==> src/rtl/selx_pkg.sv <==
package selx_pkg;

  // Decoded target of one bus cycle
  typedef enum logic [2:0] {
    TGT_NONE  = 3'd0,
    TGT_RAM   = 3'd1,
    TGT_WIN   = 3'd2,
    TGT_PFULL = 3'd3,
    TGT_PLAZY = 3'd4
  } selx_target_e;

  typedef struct packed {
    logic win;
    logic ram;
    logic pfull;
    logic plazy;
  } selx_sel_t;

  function automatic selx_sel_t selx_expand(input selx_target_e t);
    selx_sel_t s;
    s.win   = (t == TGT_WIN);
    s.ram   = (t == TGT_RAM);
    s.pfull = (t == TGT_PFULL);
    s.plazy = (t == TGT_PLAZY);
    return s;
  endfunction

endpackage

==> src/rtl/selx_mem_dec.sv <==
module selx_mem_dec #(
  parameter int unsigned WIN_BITS = 2
) (
  input  logic [WIN_BITS-1:0] top_bits,
  input  logic                mem_cycle,
  input  logic                bank_dev,
  output selx_pkg::selx_target_e target
);
  import selx_pkg::*;

  // Lazy window test: only the top address bits are looked at
  function automatic logic in_window(input logic [WIN_BITS-1:0] b);
    return &b;
  endfunction

  logic win_hit;
  assign win_hit = in_window(top_bits);

  always_comb begin
    target = TGT_NONE;
    if (mem_cycle) begin
      if (win_hit && bank_dev) target = TGT_WIN;
      else                     target = TGT_RAM;
    end
  end

endmodule

==> src/rtl/selx_io_dec.sv <==
module selx_io_dec #(
  parameter int unsigned ADDR_W    = 16,
  parameter logic [ADDR_W-1:0] FULL_PORT = 16'h1234,
  parameter int unsigned LAZY_BIT  = 0,
  parameter logic        LAZY_LEVEL = 1'b0
) (
  input  logic [ADDR_W-1:0] addr,
  input  logic              io_cycle,
  input  logic              rd,
  output selx_pkg::selx_target_e target,
  output logic              lazy_match
);
  import selx_pkg::*;

  function automatic logic full_hit(input logic [ADDR_W-1:0] a);
    return a == FULL_PORT;
  endfunction

  function automatic logic lazy_hit(input logic [ADDR_W-1:0] a);
    return a[LAZY_BIT] == LAZY_LEVEL;
  endfunction

  logic full_match;
  assign full_match = io_cycle && rd && full_hit(addr);
  assign lazy_match = io_cycle && lazy_hit(addr);

  // Full decode wins over the single-bit decode
  always_comb begin
    target = TGT_NONE;
    if (full_match)      target = TGT_PFULL;
    else if (lazy_match) target = TGT_PLAZY;
  end

endmodule

==> src/rtl/selx_ctrl.sv <==
module selx_ctrl (
  input  logic clk,
  input  logic rst_n,
  input  logic clash,
  input  logic bank_wr,
  input  logic wr_bit,
  output logic bank_dev,
  output logic proto_err
);

  always_ff @(posedge clk) begin
    if (!rst_n) begin
      bank_dev  <= 1'b1;
      proto_err <= 1'b0;
    end else begin
      if (clash)   proto_err <= 1'b1;
      if (bank_wr) bank_dev  <= wr_bit;
    end
  end

  AST_ERR_SETS:   assert property (@(posedge clk) disable iff (!rst_n) clash |=> proto_err);
  AST_ERR_STICKY: assert property (@(posedge clk) disable iff (!rst_n) proto_err |=> proto_err);
  AST_BANK_HOLD:  assert property (@(posedge clk) disable iff (!rst_n) !bank_wr |=> $stable(bank_dev));

endmodule

==> src/rtl/selx_bus_decoder.sv <==
module selx_bus_decoder #(
  parameter int unsigned ADDR_W    = 16,
  parameter int unsigned WIN_BITS  = 2,
  parameter logic [ADDR_W-1:0] FULL_PORT = 16'h1234,
  parameter int unsigned LAZY_BIT  = 0
) (
  input  logic              clk,
  input  logic              rst_n,
  input  logic [ADDR_W-1:0] bus_addr,
  input  logic              mem_req,
  input  logic              io_req,
  input  logic              rd_stb,
  input  logic              wr_stb,
  input  logic              wr_bit,
  output logic              ram_cs,
  output logic              win_cs,
  output logic              port_full_cs,
  output logic              port_lazy_cs,
  output logic              bank_dev,
  output logic              proto_err
);
  import selx_pkg::*;

  localparam int unsigned TOP_LSB = ADDR_W - WIN_BITS;

  // Named events for the checks
  logic access, clash, mem_cycle, io_cycle, bank_wr, lazy_match;
  selx_target_e mem_tgt, io_tgt, final_tgt;
  selx_sel_t    sel;

  assign access    = rd_stb | wr_stb;
  assign clash     = mem_req & io_req;
  assign mem_cycle = mem_req & ~io_req & access;
  assign io_cycle  = io_req & ~mem_req & access;
  assign bank_wr   = io_req & ~mem_req & wr_stb & bus_addr[LAZY_BIT];

  selx_mem_dec #(.WIN_BITS(WIN_BITS)) u_mem (
    .top_bits (bus_addr[ADDR_W-1:TOP_LSB]),
    .mem_cycle(mem_cycle),
    .bank_dev (bank_dev),
    .target   (mem_tgt)
  );

  selx_io_dec #(
    .ADDR_W(ADDR_W), .FULL_PORT(FULL_PORT), .LAZY_BIT(LAZY_BIT), .LAZY_LEVEL(1'b0)
  ) u_io (
    .addr      (bus_addr),
    .io_cycle  (io_cycle),
    .rd        (rd_stb),
    .target    (io_tgt),
    .lazy_match(lazy_match)
  );

  selx_ctrl u_ctrl (
    .clk      (clk),
    .rst_n    (rst_n),
    .clash    (clash),
    .bank_wr  (bank_wr),
    .wr_bit   (wr_bit),
    .bank_dev (bank_dev),
    .proto_err(proto_err)
  );

  always_comb begin
    if (clash)                  final_tgt = TGT_NONE;
    else if (mem_tgt != TGT_NONE) final_tgt = mem_tgt;
    else                        final_tgt = io_tgt;
  end

  assign sel          = selx_expand(final_tgt);
  assign ram_cs       = sel.ram;
  assign win_cs       = sel.win;
  assign port_full_cs = sel.pfull;
  assign port_lazy_cs = sel.plazy;

  AST_ONEHOT_SEL:   assert property (@(posedge clk) disable iff (!rst_n)
                      $onehot0({ram_cs, win_cs, port_full_cs, port_lazy_cs}));
  AST_RAM_MEM_ONLY: assert property (@(posedge clk) disable iff (!rst_n)
                      ram_cs |-> (mem_req && !io_req));
  AST_CLASH_QUIET:  assert property (@(posedge clk) disable iff (!rst_n)
                      clash |-> !(ram_cs || win_cs || port_full_cs || port_lazy_cs));
  AST_WIN_NO_RAM:   assert property (@(posedge clk) disable iff (!rst_n)
                      (mem_cycle && bank_dev && (&bus_addr[ADDR_W-1:TOP_LSB])) |-> (win_cs && !ram_cs));
  AST_FULL_BEATS_LAZY: assert property (@(posedge clk) disable iff (!rst_n)
                      (lazy_match && port_full_cs) |-> !port_lazy_cs);
  AST_BANKWR_QUIET: assert property (@(posedge clk) disable iff (!rst_n)
                      bank_wr |-> !(ram_cs || win_cs || port_full_cs || port_lazy_cs));

endmodule

==> config.mk <==
export PLATFORM = sky130hd
export DESIGN_NAME = selx_bus_decoder
export DESIGN_NICKNAME = d
export VERILOG_FILES = /design/src/rtl/selx_pkg.sv /design/src/rtl/selx_mem_dec.sv /design/src/rtl/selx_io_dec.sv /design/src/rtl/selx_ctrl.sv /design/src/rtl/selx_bus_decoder.sv
export SDC_FILE = /design/constraint.sdc
export NUM_CORES = 1
export LEC_CHECK = 0
export ABC_AREA = 1
export CAP_MARGIN = 20
export CORE_AREA = 2 2 39 41
export DETAILED_ROUTE_END_ITERATION = 12
export DIE_AREA = 0 0 41 43
export GPL_TIMING_DRIVEN = 1
export PLACE_DENSITY = 0.69
export SLEW_MARGIN = 20
export SYNTH_ARGS = -nofsm -noshare
export SYNTH_HDL_FRONTEND = slang
export SYNTH_SLANG_ARGS = --single-unit
==> constraint.sdc <==
create_clock -name clk -period 1.7 [get_ports clk]
set_input_delay 0.255 -clock clk [delete_from_list [all_inputs] [get_ports clk]]
set_output_delay 0.255 -clock clk [all_outputs]
set_load 0.03 [all_outputs]
==> impl_metrics.ini, run 1 <==
[timing]
fmaxAchievable_mhz = 629
setup_total_neg_slack_ns = 0
slew_violations = 0
finalCritPeriodShare = 0.934
setup-violations-final = 0
worst-slew-pin-transition_ns = 0.316
final_hold_viol_count = 0
worst_slew_margin_rel = 0.788
rsz0062_at_grt = false
clock_skew_after_layout_ns = 0
final.min_clock_period_ns = 1.59

[critical_path]
timing.critical_path.cells = clkdlybuf4s50_1 > inv_1 > nand2_1 > nand2_2 > nor2_2 > nand3_2 > nand2_1 > inv_1 > buf_4
critical-path-max-stage-delay_ns = 0.47
worst_r2r_endpoint = u_ctrl.bank_dev
worstPathRequired_ns = 1.44
start_kind = input port
crit-reg2reg-launch = u_ctrl.bank_dev
critPathCaptureType = output port
timing.critical_path.slowest_stage_cell = sky130_fd_sc_hd__clkdlybuf4s50_1
critical_path_arrival_ns = 1.33
r2r.worst_path.cells = 2
timing.critical_path.fanout_max = 2
worst-setup-path-type = in -> out
timing.reg2reg.setup_slack_ns = 1.03

[floorplanning]
floorplan.rows = 14
die_width_um = 41
initial_core_utilization = 0.201
die_area_sq_um = 1760
num_io_pins = 29
core-area_sq_um = 1380
chipHeight_um = 43

[clock_tree]
clockBufferDepth = 2
clk-insertion-delay-late_ns = 0.22
cts-root-buf = sky130_fd_sc_hd__clkbuf_4
worst_setup_hold_path_clk_slew_ns = 0.03
cts_made_buffers = 3
cts_tree = yes
htree_num_levels = 1
cts_num_sinks = 2

[finish]
layout_common_cells = 20 x sky130_fd_sc_hd__clkdlybuf4s50_1, 11 x sky130_fd_sc_hd__nor2_1, 10 x sky130_fd_sc_hd__inv_1
diodes = 0
layout.nets = 110
fill_cells = 153
register_area_sq_um = 40.0
area_growth_syn_to_layout_pct = 122
combined_area_of_the_multi_input_logic_cells_sq_um = 208
drive_gt1_frac = 0.200
layout.cells.most_common = sky130_fd_sc_hd__clkdlybuf4s50_1

[flow_run]
max_cap_viol_count = 0

[pwr]
leakagePower_nw = 0.307
finalPower_w = 0.000264
vdd.ir_drop.worst_mv = 0.348
cellPowerDensity_nw_per_um2 = 428

[grt]
grt_start_max_net_pins = 5
gr-usage-all-layers = 0.123
grt_first_pass_wirelength_um = 1480
antenna_found_initial = 0
number_of_global_route_vias_before_repair = 434
gr-total-overflow = 0

[yosys]
yosys_warnings = 0
post_synthesis_cell_type_count = 13
ys_ff_latch = 2
synth_cells = 54
synth_area_sq_um = 278
ys_seq_area_frac = 0.144
syn-num-nets = 77
postSynthAreaPerCell_sq_um = 5.14

[detailed_routing]
via_per_inst = 4.25
finalWirelength_um = 901
detailroute.via_count = 429
route.top_layer_used = met4
drcViolationCount = 0
drt_iter0_markers = 8
met3_length_um = 86
antenna_violating_nets_post_route = 0
wl_met2_um = 448
routedLengthMet1_um = 357
drt-pass1-iter-count = 4
detail_route.wl_per_cell_um = 8.92

[status]
run_status = finished, final reports clean

[placement]
gp_congestion = 0.676
dp_hpwl_um = 724
io_buffers = 28

[min_path]
whs_path_depth = 3
worstHoldPathType = in -> reg
worstHoldStart = io_req
worst_hold_end = u_ctrl.proto_err
-- sequential cells by signal (all words and copies together), names as in the netlist --
signal,flops
u_ctrl.bank_dev,1
u_ctrl.proto_err,1
-- cell usage after synthesis --
cell type / number / area [sq um]
sky130_fd_sc_hd__a31oi_1: 1 / 6.26
sky130_fd_sc_hd__nand2_1: 9 / 33.8
sky130_fd_sc_hd__nand2_2: 1 / 6.26
sky130_fd_sc_hd__inv_2: 2 / 7.51
sky130_fd_sc_hd__nor2_4: 2 / 22.5
sky130_fd_sc_hd__o21ai_1: 1 / 5.00
sky130_fd_sc_hd__nand3_1: 7 / 35.0
sky130_fd_sc_hd__inv_1: 10 / 37.5
sky130_fd_sc_hd__dfxtp_1: 2 / 40.0
sky130_fd_sc_hd__a21oi_1: 2 / 10.0
sky130_fd_sc_hd__nor2_1: 11 / 41.3
sky130_fd_sc_hd__nor2_2: 2 / 12.5
sky130_fd_sc_hd__nor3_1: 4 / 20.0
-- power by group --
part / switching (W) / leakage, nW / internal [W]
registers: 0.00000186 / 0.0165 / 0.0000498
clock network: 0.0000252 / 0.0138 / 0.0000777
logic: 0.0000467 / 0.277 / 0.0000623
-- repair_timing --
action / 4_1_cts / 5_1_grt
hold buffers: 0 / 0
gates resized for setup: 0 / 7
setup buffers: 0 / 0
endpoints found under the setup margin: 0 / 2
-- cells by family after synthesis --
group,share of synthesized area
buf+inv,0.162
simple gates,0.617
flops,0.144
compound gates,0.0766
-- critical path, delay by kind of cell --
family / cells / cell delay (ns)
AND/OR/NAND/NOR: 5 / 0.37
buffers and inverters: 4 / 0.69
-- how the worst max path moves through the flow --
stage,slack (ns),depth (start not counted),start,endpoint
after floorplan,0.38,2,u_ctrl.bank_dev,win_cs
after global placement,0.08,9,io_req,port_lazy_cs
after detailed placement,0.07,9,io_req,port_lazy_cs
after CTS,0.07,9,io_req,port_lazy_cs
after global routing,0.01,9,bus_addr[12],port_lazy_cs
final,0.11,9,wr_stb,port_lazy_cs
-- area by class of cell --
type	count	area share
Sequential cell	2	0.0650
Tap cell	16	0.0325
Clock buffer	3	0.0366
Multi-Input combinational cell	40	0.337
Timing Repair Buffer	28	0.455
Inverter	12	0.0732
-- layer usage --
metal / vias to the layer above / track usage
met5: - / 0
met2: 19 / 0.194
met4: 0 / 0.0800
met3: 2 / 0.0419
met1: 179 / 0.130
li1: 229 / -
-- stage by stage --
step | area, sq um | setup WS, ns | hold slack [ns] | cells | utilization
global route | 616 | 0.0107 | 0.409 | 101 | 0.445
global placement | 568 | 0.0835 | 0.459 | 98 | 0.410
finish | 616 | 0.111 | 0.351 | 101 | 0.445
floorplan | 278 | 0.385 | 0.390 | 54 | -
CTS | 591 | 0.0722 | 0.499 | 101 | 0.427
detailed placement | 568 | 0.0709 | 0.486 | 98 | 0.410
No activity file was read; power rests on OpenSTA's default activity.
==> run 2: changes to the inputs <==
- CTS_BUF_LIST: not set -> sky130_fd_sc_hd__clkbuf_4 sky130_fd_sc_hd__clkbuf_8
- PLACE_DENSITY: 0.69 -> 0.76
- SETUP_SLACK_MARGIN: not set -> 0.5
- SYNTH_HIERARCHICAL: not set -> 1
==> impl_metrics.ini, run 2 <==
[status]
failed_checks = negative setup slack
run_status = complete, but fails checks

[detailed_routing]
via_per_inst = 4.15
drt_iter0_markers = 3
antenna_violating_nets_post_route = 0
detailroute.via_count = 539
finalWirelength_um = 1130
drcViolationCount = 0
detail_route.wl_per_cell_um = 8.68
drt-pass1-iter-count = 4

[critical_path]
path_buf_inv = 3
critPathCaptureType = output port
path_delay_family = simple AND/OR/NAND/NOR gates
timing.reg2reg.setup_slack_ns = 1.02
critical_path_arrival_ns = 1.55
worst-setup-path-type = in -> out
path_common_cell = sky130_fd_sc_hd__nor2_4
timing.critical_path.slowest_stage_cell = sky130_fd_sc_hd__nor2_4
worstPathRequired_ns = 1.44
timing.critical_path.cells = buf_4 > nor2_4 > nor2_4 > nand2_1 > nor2_1 > nand3b_1 > nor2_2 > nor2_1 > nand2_2 > buf_4 > a21oi_2 > nand2_1 > nor2_4 > buf_6
critical-path-max-stage-delay_ns = 0.14
timing.critical_path.fanout_max = 3
start_kind = input port

[pwr]
share_clk_of_total_power = 0.335
cellPowerDensity_nw_per_um2 = 357
internal_power_w = 0.000209
finalPower_w = 0.000305
combPwrFrac = 0.497
p_sw_w = 0.0000965
power_frac_seq = 0.168
vdd.ir_drop.worst_mv = 0.149
leakagePower_nw = 0.443
netSwitchingFraction = 0.316

[grt]
antenna_found_initial = 0
number_of_global_route_vias_before_repair = 540
gr-usage-all-layers = 0.167
met2_usage = 0.309
grt.busiest_layer = met2
gr-total-overflow = 0
met3_usage = 0.0366
grt_start_max_net_pins = 5
global_route.usage.met1 = 0.146
grt_first_pass_wirelength_um = 2010

[finish]
layout.cells.most_common = sky130_fd_sc_hd__inv_1
top_regs = u_ctrl/bank_dev: 1 flops, u_ctrl/proto_err: 1 flops
fill_cells = 136
combined_area_of_the_multi_input_logic_cells_sq_um = 323
layout_common_cells = 17 x sky130_fd_sc_hd__inv_1, 15 x sky130_fd_sc_hd__nand2_1, 15 x sky130_fd_sc_hd__buf_4
diodes = 0
register_area_sq_um = 41.3
drive_gt1_frac = 0.439
area_growth_syn_to_layout_pct = 133
layout.nets = 139

[yosys]
synth_area_sq_um = 368
syn-num-nets = 96
postSynthAreaPerCell_sq_um = 5.04
synth_cells = 73
yosys_warnings = 6

[clock_tree]
cts_made_buffers = 3
cts-root-buf = sky130_fd_sc_hd__clkbuf_4
htree_num_levels = 1
clk-insertion-delay-late_ns = 0.22
cts_tree = yes
clockBufferDepth = 2
worst_setup_hold_path_clk_slew_ns = 0.03
cts_num_sinks = 2

[floorplanning]
chipHeight_um = 43
core-area_sq_um = 1380
initial_core_utilization = 0.266
floorplan.rows = 14
die_width_um = 41
num_io_pins = 29
die_area_sq_um = 1760

[timing]
setup-violations-final = 4
fmaxAchievable_mhz = 555
finalCritPeriodShare = 1.06
fin_hold_ws_ns = 0.456
rsz0062_at_grt = true
slew_violations = 0
final.min_clock_period_ns = 1.80
final_critical_path_setup_slack_ns = -0.102
clock_skew_after_layout_ns = 0
final_hold_viol_count = 0

[min_path]
worstHoldPathType = reg -> reg

[placement]
io_buffers = 28
gp_congestion = 0.740
dp_hpwl_um = 856

[flow_run]
max_cap_viol_count = 0
-- run 2: routing by layer --
layer  vias to the layer above  routed length, um
met3                         2                 97
met5                         -                  0
met1                       220                350
met2                        28                666
li1                        289                  -
met4                         0                 15
-- run 2: worst reg2reg max path: cells and delay by family (launching register included) --
kind / cells / cell delay [ns]
flops: 1 / 0.32
buf+inv: 1 / 0.14
simple gates: 2 / 0.11
-- run 2: worst paths after layout --
check                           depth (start not counted)          endpoint             start
worst max register to register                          3   u_ctrl/bank_dev   u_ctrl/bank_dev
worst min-delay path                                    1  u_ctrl/proto_err  u_ctrl/proto_err
worst max-delay path                                   14      port_lazy_cs            rd_stb
worst min register to register                          1  u_ctrl/proto_err  u_ctrl/proto_err
-- run 2: timing repair --
| item | 4_1_cts | 5_1_grt |
|---|---|---|
| gates resized for setup | 49 | 11 |
| setup buffers | 6 | 1 |
| pin swaps | 23 | 14 |
| endpoints found under the setup margin | 7 | 5 |
| gates cloned | 0 | 0 |
| hold buffers | 0 | 0 |
| hold endpoints to repair | 0 | 0 |
-- run 2: area by class of cell --
type | instances | share of cell area
repair buffers | 41 | 0.427
multi-input cells | 49 | 0.377
inverters | 19 | 0.0980
flip-flops and latches | 2 | 0.0482
clock buffers | 3 | 0.0263
well taps | 16 | 0.0234
-- run 2: stage by stage --
stage | instance area [sq um] | util | TNS [ns] | setup slack (ns) | instances
2_1_floorplan | 449 | - | 0 | 0.103 | 73
3_3_place_gp | 762 | 0.551 | -2.64 | -0.672 | 120
3_5_place_dp | 762 | 0.551 | -2.76 | -0.709 | 120
4_1_cts | 822 | 0.594 | -0.538 | -0.161 | 129
5_1_grt | 856 | 0.618 | -0.738 | -0.188 | 130
6_report | 856 | 0.618 | -0.351 | -0.102 | 130
-- run 2: power by group through the flow --
stage	registers, W	logic, W	clock network (W)
floorplan	0.0000570	0.0000607	0
global placement	0.0000522	0.000143	0
detailed placement	0.0000524	0.000145	0
CTS	0.0000513	0.000142	0.000111
global route	0.0000517	0.000165	0.000111
finish	0.0000514	0.000152	0.000102
==> run 3: changes to the inputs <==
- DONT_BUFFER_PORTS: not set -> 1
- PLACE_DENSITY: 0.76 -> 0.48
==> impl_metrics.ini, run 3 (synthesized netlist as in run 2, its figures left out) <==
[timing]
setup-violations-final = 0
fmaxAchievable_mhz = 610
finalCritPeriodShare = 0.964
final.min_clock_period_ns = 1.64
clock_skew_after_layout_ns = 0
slew_violations = 0
final_hold_viol_count = 0
rsz0062_at_grt = true
final_critical_path_setup_slack_ns = 0.0613
setup_total_neg_slack_ns = 0

[clock_tree]
cts_made_buffers = 3
cts_tree = yes
cts_num_sinks = 2
clockBufferDepth = 2
htree_num_levels = 1
worst_setup_hold_path_clk_slew_ns = 0.03
clk-insertion-delay-late_ns = 0.23
post_cts_hold_buffer_count = 0
cts-root-buf = sky130_fd_sc_hd__clkbuf_4

[floorplanning]
initial_core_utilization = 0.266
die_width_um = 41
die_area_sq_um = 1760
chipHeight_um = 43
core-area_sq_um = 1380
floorplan.rows = 14
num_io_pins = 29

[critical_path]
timing.critical_path.slowest_stage_cell = sky130_fd_sc_hd__dfxtp_2
timing.critical_path.cells = nand3_2 > nor2_4 > nor2_4 > nand2_2 > nand2_2 > nor2_4 > nand2_4 > nor2_4
path_delay_family = simple AND/OR/NAND/NOR gates
path_common_cell = sky130_fd_sc_hd__nor2_4
cp.depth = 8
worst-setup-path-type = reg -> out
critPathCaptureType = output port
critical-path-max-stage-delay_ns = 0.33
path_buf_inv = 0
r2r.worst_path.cells = 1
critical_path_arrival_ns = 1.38
start_kind = flop
worstPathRequired_ns = 1.44
timing.critical_path.fanout_max = 3

[grt]
gr-total-overflow = 0
met2_usage = 0.175
global_route.usage.met1 = 0.143
met3_usage = 0.0366
gr-usage-all-layers = 0.120
grt_first_pass_wirelength_um = 1440
grt.busiest_layer = met2
antenna_found_initial = 0
number_of_global_route_vias_before_repair = 391
grt_start_max_net_pins = 5

[pwr]
cellPowerDensity_nw_per_um2 = 433
leakagePower_nw = 0.264
vdd.ir_drop.worst_mv = 0.220

[detailed_routing]
drt-pass1-iter-count = 3
drt_iter0_markers = 2
via_per_inst = 4.40
detail_route.wl_per_cell_um = 8.60
drcViolationCount = 0
finalWirelength_um = 808
detailroute.via_count = 414
antenna_violating_nets_post_route = 0

[finish]
layout_common_cells = 16 x sky130_fd_sc_hd__inv_1, 13 x sky130_fd_sc_hd__nand2_1, 8 x sky130_fd_sc_hd__nor2_4
diodes = 0
drive_gt1_frac = 0.487
layout.nets = 103
area_growth_syn_to_layout_pct = 53.1
layout.cells.most_common = sky130_fd_sc_hd__inv_1
utilization = 0.407
post_route_standard_cell_area_excluding_fillers_sq_um = 563
top_regs = u_ctrl/bank_dev: 1 flops, u_ctrl/proto_err: 1 flops

[placement]
placedInstanceArea_sq_um = 462
gp_congestion = 0.702
dp_hpwl_um = 684
io_buffers = 0
dp_slack_ns = 0.0164

[min_path]
worstHoldPathType = in -> reg
whs_path_depth = 1

[status]
run_status = finished, final reports clean

[flow_run]
max_cap_viol_count = 0
[run 3: metal layers]
layer / routed length [um] / share of wire / vias up
met5: 0 / 0 / -
met4: 0 / 0 / 0
met3: 62 / 0.077 / 0
met2: 430 / 0.53 / 18
met1: 315 / 0.39 / 178
li1: - / - / 218
[run 3: repair_timing]
item / 4_1_cts / 5_1_grt
pin swaps: 8 / 1
setup buffers: 2 / 1
endpoints found under the setup margin: 4 / 4
resized for setup: 8 / 6
[run 3: final timing paths]
path	from	to	slack, ns
min reg2reg	u_ctrl/bank_dev	u_ctrl/bank_dev	0.63
max	u_ctrl/bank_dev	win_cs	0.06
max reg2reg	u_ctrl/proto_err	u_ctrl/proto_err	0.97
min	rst_n	u_ctrl/bank_dev	0.10
[run 3: power by group]
part / switching, W / leakage [nW] / internal [W]
Sequential: 0.00000489 / 0.0160 / 0.0000500
Clock: 0.0000299 / 0.0138 / 0.0000782
Combinational: 0.0000492 / 0.234 / 0.0000316
Total: 0.0000839 / 0.263 / 0.000160
[run 3: cell type report]
class / instances / area, sq um
clock buffers: 3 / 22.5
fillers: 168 / 821
inverters: 19 / 97.6
multi-input cells: 49 / 344
flip-flops and latches: 2 / 41.3
well taps: 16 / 20.0
repair buffers: 5 / 37.5
[run 3: per-stage QoR]
step,cells,total power (W),hold WS (ns)
2_1_floorplan,73,0.000118,0.327
3_3_place_gp,88,0.000123,0.331
3_5_place_dp,88,0.000123,0.333
4_1_cts,93,0.000244,0.0923
5_1_grt,94,0.000265,0.0942
6_report,94,0.000244,0.102
